===== src/rtl/xmem_bridge.sv =====
module xmem_bridge #(
  parameter int AW = 16,
  parameter int DW = 8,
  parameter int WAIT_W = 2,
  parameter int unsigned INT_TOP = 'h21FF,
  localparam int HW = AW - DW,
  localparam int CW = $clog2(HW + 1)
) (
  input  logic              clk,
  input  logic              rst_n,
  input  logic              cfg_en,
  input  logic              cfg_keep,
  input  logic [HW-1:0]     cfg_split,
  input  logic [WAIT_W-1:0] cfg_wait_lo,
  input  logic [WAIT_W-1:0] cfg_wait_hi,
  input  logic [CW-1:0]     cfg_hi_cnt,
  input  logic              core_req,
  input  logic              core_we,
  input  logic [AW-1:0]     core_addr,
  input  logic [DW-1:0]     core_wdata,
  output logic [DW-1:0]     core_rdata,
  output logic              core_stall,
  output logic [DW-1:0]     ad_o,
  output logic              ad_oe,
  input  logic [DW-1:0]     ad_i,
  output logic              ad_keep,
  output logic [HW-1:0]     hi_addr,
  output logic [HW-1:0]     hi_oe,
  output logic              ale,
  output logic              rd_n,
  output logic              wr_n
);

  localparam logic [AW-1:0] TOP = INT_TOP[AW-1:0];

  typedef enum logic [1:0] {S_IDLE, S_STRB, S_HOLD} st_t;

  st_t               st;
  logic [WAIT_W-1:0] cnt;
  logic [HW-1:0]     ah_q;
  logic              we_q;
  logic [DW-1:0]     wd_q;
  logic [DW-1:0]     last_q;

  logic              free, ext_hit, go_ext, go_int, addr_ph;
  logic              in_strb, last_beat, upper;
  logic [WAIT_W-1:0] wsel;
  logic [DW-1:0]     drive_val;
  logic [HW-1:0]     cur_hi;

  assign free      = (st != S_STRB);
  assign ext_hit   = core_addr > TOP;
  assign go_ext    = cfg_en & core_req & free & ext_hit;
  assign go_int    = cfg_en & core_req & free & ~ext_hit;
  assign addr_ph   = go_ext | go_int;
  assign upper     = core_addr[AW-1:DW] >= cfg_split;
  assign wsel      = upper ? cfg_wait_hi : cfg_wait_lo;
  assign in_strb   = (st == S_STRB);
  assign last_beat = in_strb & (cnt == '0);

  assign drive_val  = addr_ph ? core_addr[DW-1:0] : wd_q;
  assign ad_oe      = cfg_en & (addr_ph | (in_strb & we_q) | ((st == S_HOLD) & ~addr_ph));
  assign ad_o       = ad_oe ? drive_val : (cfg_keep ? last_q : '0);
  assign ad_keep    = cfg_keep & ~ad_oe;
  assign ale        = addr_ph;
  assign rd_n       = ~(in_strb & ~we_q);
  assign wr_n       = ~(in_strb & we_q);
  assign core_stall = go_ext | (in_strb & (cnt != '0));
  assign core_rdata = (last_beat & ~we_q) ? ad_i : '0;
  assign cur_hi     = addr_ph ? core_addr[AW-1:DW] : ah_q;

  for (genvar i = 0; i < HW; i++) begin : g_hi
    assign hi_oe[i]   = cfg_en & (cfg_hi_cnt > CW'(i));
    assign hi_addr[i] = hi_oe[i] & cur_hi[i];
  end

  always_ff @(posedge clk or negedge rst_n) begin
    if (!rst_n) begin
      st     <= S_IDLE;
      cnt    <= '0;
      ah_q   <= '0;
      we_q   <= 1'b0;
      wd_q   <= '0;
      last_q <= '0;
    end else begin
      if (ad_oe) last_q <= drive_val;
      unique case (st)
        S_STRB: begin
          if (cnt == '0) st <= we_q ? S_HOLD : S_IDLE;
          else           cnt <= cnt - 1'b1;
        end
        default: begin
          if (go_ext) begin
            st   <= S_STRB;
            cnt  <= wsel;
            ah_q <= core_addr[AW-1:DW];
            we_q <= core_we;
            wd_q <= core_wdata;
          end else begin
            st <= S_IDLE;
            if (go_int) ah_q <= core_addr[AW-1:DW];
          end
        end
      endcase
    end
  end

endmodule


===== config.mk =====
export PLATFORM = sky130hd
export DESIGN_NAME = xmem_bridge
export DESIGN_NICKNAME = d
export VERILOG_FILES = /design/src/rtl/xmem_bridge.sv
export SDC_FILE = /design/constraint.sdc
export NUM_CORES = 1
export LEC_CHECK = 0
export ABC_AREA = 1
export BUFFER_PORTS_ARGS = -buffer_cell sky130_fd_sc_hd__buf_2
export CORE_MARGIN = 8
export CORE_UTILIZATION = 46
export CTS_CLUSTER_SIZE = 16
export DETAILED_ROUTE_END_ITERATION = 10
export PLACE_DENSITY = 0.84
export SYNTH_ARGS = -nofsm -noshare
export SYNTH_HDL_FRONTEND = slang
export SYNTH_SLANG_ARGS = --single-unit

===== constraint.sdc =====
create_clock -name clk -period 1.9 [get_ports clk]
set_clock_uncertainty 0.1 [all_clocks]
set_input_delay 0.285 -clock clk [delete_from_list [all_inputs] [get_ports clk]]
set_output_delay 0.285 -clock clk [all_outputs]
set_load 0.01 [all_outputs]

; ---- Yosys cells after proc, flatten, opt, wreduce, memory -nomap -nowiden
; Index checks and enable logic that the tools add are counted.
[op_classes]
addsub = 1
muxes = 15
n_eq_ne = 5
bitwise_logic = 39
n_lt_le_gt_ge = 10
n_reduce_logical = 7
[ops]
columns = op, n
row1 = $mux W8, 7
row2 = $and A1 B1 Y1, 28
row3 = $gt A16 B14 Y1 const B, 1
row4 = $gt A4 B3 Y1 const B, 4
row5 = $mux W2, 7
row6 = $ge A8 B8 Y1, 1
row7 = $gt A4 B1 Y1 const B, 2
row8 = $gt A4 B2 Y1 const B, 2
row9 = $not A1 Y1, 7
row10 = $reduce_and A2 Y1, 3
row11 = $reduce_bool A2 Y1, 3
row12 = $ne A2 B1 Y1 const B, 2
row13 = $or A1 B1 Y1, 4
row14 = $eq A2 B1 Y1 const B, 1
row15 = $eq A2 B2 Y1 const B, 1
row16 = $logic_not A2 Y1, 1
row17 = $ne A2 B2 Y1 const B, 1
row18 = $sub A2 B1 Y2 const B, 1
row19 = $mux W1, 1
[totals]
out_inout_bits = 38
word_cells = 83
regBits = 29

; ---- Logic depth before layout (Yosys ltp)
[depth]
depth_word = 10
ltp_mapped = 13

; ---- Worst setup path after synthesis
; OpenSTA, ideal clock, no wires.
[synth_timing]
kind = register to output
startpoint = reg st[1]
endpoint = out ad_o[0]
path_buffers = 0
required_ns = 1.515
path_slack_ns = 0.180
arrival_ns = 1.335
stages_incl_launch_ff = 8
cell_sequence = dfrtp_1 nor2_4 inv_2 nand3_4 inv_4 nor2_4 nand2_1 o21ai_0
[synth_between]
elab_chain_len = 9
word_cells_on_any_way = 15
[synth_rtl]
columns = item, line
row1 = start: declaration, 38  ; st_t st;
row2 = start signal: assignment, 89  ; if (cnt == '0) st <= we_q ? S_HOLD : S_IDLE;
row3 = $ne A2 B1 Y1, 51  ; assign free = (st != S_STRB);
row4 = $and A1 B1 Y1, "53, 54"
row5 = $and A1 B1 Y1 (on tied branches), "53, 54"
row6 = $or A1 B1 Y1, 55  ; assign addr_ph = go_ext | go_int;
row7 = $not A1 Y1, 62  ; assign ad_oe = cfg_en & (addr_ph | (in_strb & we_q) | ((st == S_HOLD) & ~addr_ph));
row8 = $and A1 B1 Y1, 62
row9 = $or A1 B1 Y1, 62
row10 = $and A1 B1 Y1, 62
row11 = $mux W8 (*), 63  ; assign ad_o = ad_oe ? drive_val : (cfg_keep ? last_q : '0);
row12 = end: declaration, 23  ; output logic [DW-1:0] ad_o,
; Mark *: on every way between the ends. The rest lies on a longest branch, timed or not.

; ---- Worst setup path in the final report
[layout_timing]
startpoint = reg st[0]
endpoint = out ad_o[7]
; Same word-level chain as after synthesis.

==> reports/qor.yml <==
setup_ws_ns: -0.3396
cts.sinks: 29
synthDistinctLibCells: 25
hold_end: "last_q[2]"
cp_common_cell: "nor2_4"
synth_seq_area_share_pct: 39.62
dp_hpwl_mm: 4.219
status: "finished with violations"
initial_utilization_pct: 46.80
finalInstanceArea_um2: 2894
fin_crit_ns: 2.240
synth_area_um2: 1832
clk_path_buf_depth: 2
combPwrFrac_pct: 55.6
hold_viol: 0
antenna_found_initial: 0
yosysTopAreaCellShare_pct: 39.62
firstDrtPassIters: 4
syn_inst: 258
finalPower_mw: 3.565
tritoncts: "built"
routed-via-count: 2209
ys_seq_elements: 29
placed_cells: 402
io_buffers: 91
clock_power_share_pct: 14.2
drive_above_1_share_pct: 45.26
crit_type: "reg2out"
synth_ff_type: "dfrtp_1"
die_w_um: 79.11
synth_commonest_cells: "nand2_1, inv_1, dfrtp_1"
grt_pass1_wl_mm: 9.811
hold_path.startpoint: "core_addr[2]"
cts-root-buf: "clkbuf_8"
cts.htree.levels: 2
io_pins: 92
cp-end-kind: "output port"
grt_max_degree: 30
cts.clk_slew.worst_paths_ns: 0.06
relSlewSlack_pct: 56.21
synth_most_common_cell: "nand2_1"
seq_power_share_pct: 30.3
syn_area_per_cell_um2: 7.100
synth_edf_count: 0
cp_max_fo: 8
insertion_delay_ns: 0.27
power_density_nw_per_um2: 1232
nets: 443
max_freq_mhz: 446.5
ff_latch_area_um2: 725.7
wl_per_cell_um: 16.03
drtIter0Drc: 119
crit_buf_inv: 4
synthArstFlopShare_pct: 100.0
drv_slew: 0
required_ns: 1.51
design.core.area_um2: 3914
grt_pass1_vias: 2183
via_per_inst: 5.137
yosysTopAreaCell: "dfrtp_1"
ys.warnings.count: 0
whs_path_depth: 3
areaGrowthSynthToFinish_pct: 57.99
grt_overflow: 0
drv_cap: 0
p_leak_nw: 1.684
worstHoldPathType: "in2reg"
fp.dieH_um: 79.11
worstMarginPinSlew_ns: 0.6569
ys_top_cells_by_area: "dfrtp_1, nand2_1, inv_1"
multiInputGateArea_um2: 1066
grt_setup_unrepaired: "true"
switchingPower_mw: 1.473
route.detailed.drc: 0
place_area_um2: 2376
arrival_ns: 1.85
gp_congestion: 0.8089
drt-total-wl_mm: 6.894
max_stage_delay_ns: 0.40
fin_cells: 430
r2r_end: "ah_q[7]"
r2r-start: "st[0]"
period_share_pct: 117.9
fill_cells: 282
ff2ff_path_depth: 14
p_int_mw: 2.092
globalRouteTotalUtil_pct: 19.18
ff2ff_setup_slack_ns: -0.06
postRouteAntennaNets: 0
path_cells: "inv_2 > nor2_4 > inv_4 > nand3_4 > inv_8 > nor2_4 > nand2_1 > o21ai_0 > buf_2"
setup_viol: 21
syn_nets: 321
rows: 23
violations: "negative setup slack"
p_sw_share_pct: 41.32
die_area_um2: 6258
ir_drop_v: 0.0006404
cp-start-kind: "flop"
antenna_cells: 0
cp_slowest_cell: "dfrtp_1"
critical_path.top_delay_family: "simple AND/OR/NAND/NOR gates"
cts_inserted_buffers: 5
-- worst max path at each step --
stage	startpoint	endpoint	slack (ns)	cells after the start
6_report	st[0]	ad_o[7]	-0.34	9
3_5_place_dp	st[0]	ad_o[7]	0.09	9
2_1_floorplan	st[1]	ad_o[0]	0.18	7
5_1_grt	st[0]	ad_o[7]	-0.48	9
3_3_place_gp	st[0]	ad_o[2]	0.11	9
4_1_cts	st[0]	hi_addr[6]	-0.18	9
-- cell type report --
class,instances,area share (%)
clock buffers,7,2.983
inverters,48,6.658
multi-input cells,178,36.84
flip-flops and latches,29,25.08
well taps,50,2.162
repair buffers,117,25.90
repair inverters,1,0.3891
-- tightest hold or removal path, stage by stage --
cell	delay (ns)
buf_2	0.09
a21boi_2	0.05
nand2_1	0.05
-- timing repair --
action	CTS	global route
hold buffers	1	0
hold endpoints to repair	29	0
endpoints found under the setup margin	28	29
gates cloned	2	0
gates resized for setup	39	44
pin swaps	8	10
setup buffers	14	6
-- stage by stage --
stage                     util, %  hold slack, ns  setup TNS (ns)  setup slack, ns
after detailed placement    60.71          0.2377               0          0.09071
after CTS                   69.12          0.1248          -2.587          -0.1783
after floorplan                 -         -0.1106               0           0.1798
final                       73.95          0.1247          -4.037          -0.3396
after global placement      60.71          0.2378               0           0.1130
after global routing        73.95          0.1352          -6.234          -0.4763
-- power groups by stage --
stage                     logic, mW  registers (mW)  clock network (mW)
after global placement         1.24            1.02                   0
after global routing           2.17            1.09               0.532
after floorplan               0.845           0.990                   0
after CTS                      1.66            1.03               0.505
after detailed placement       1.28            1.03                   0
final                          1.98            1.08               0.505
-- cells by family after synthesis --
kind of cell             Yosys count  share of synthesized area, %
adder cells (fa/ha/maj)            9                         6.148
AND/OR/NAND/NOR                  135                         31.90
flip-flops                        29                         39.62
buffers and inverters             52                         11.41
AO/OA/AOI/OAI                     32                         10.38
multiplexers                       1                        0.5465
-- sequential cells by signal (all words and copies together), names as in the netlist --
| name | count |
|---|---|
| ah_q | 8 |
| last_q | 8 |
| wd_q | 8 |
| cnt | 2 |
| st | 2 |
| we_q | 1 |
-- metal layers --
layer	wire length, µm	global-route usage (%)
met1	2625	21.49
met2	3474	32.70
met3	560	5.305
met4	233	9.444
met5	0	0
-- cell usage in the layout (no fill, tap or decap), types with 6 or more instances in the layout --
cell,instances
dfrtp_1,29
buf_6,11
ha_1,8
nor2_2,7
nand2_2,8
nor2_1,20
buf_2,88
buf_4,12
o21ai_0,10
inv_1,41
nand2_1,65
clkbuf_8,6
nand3_1,18
Power figures use the tool's default switching activity.
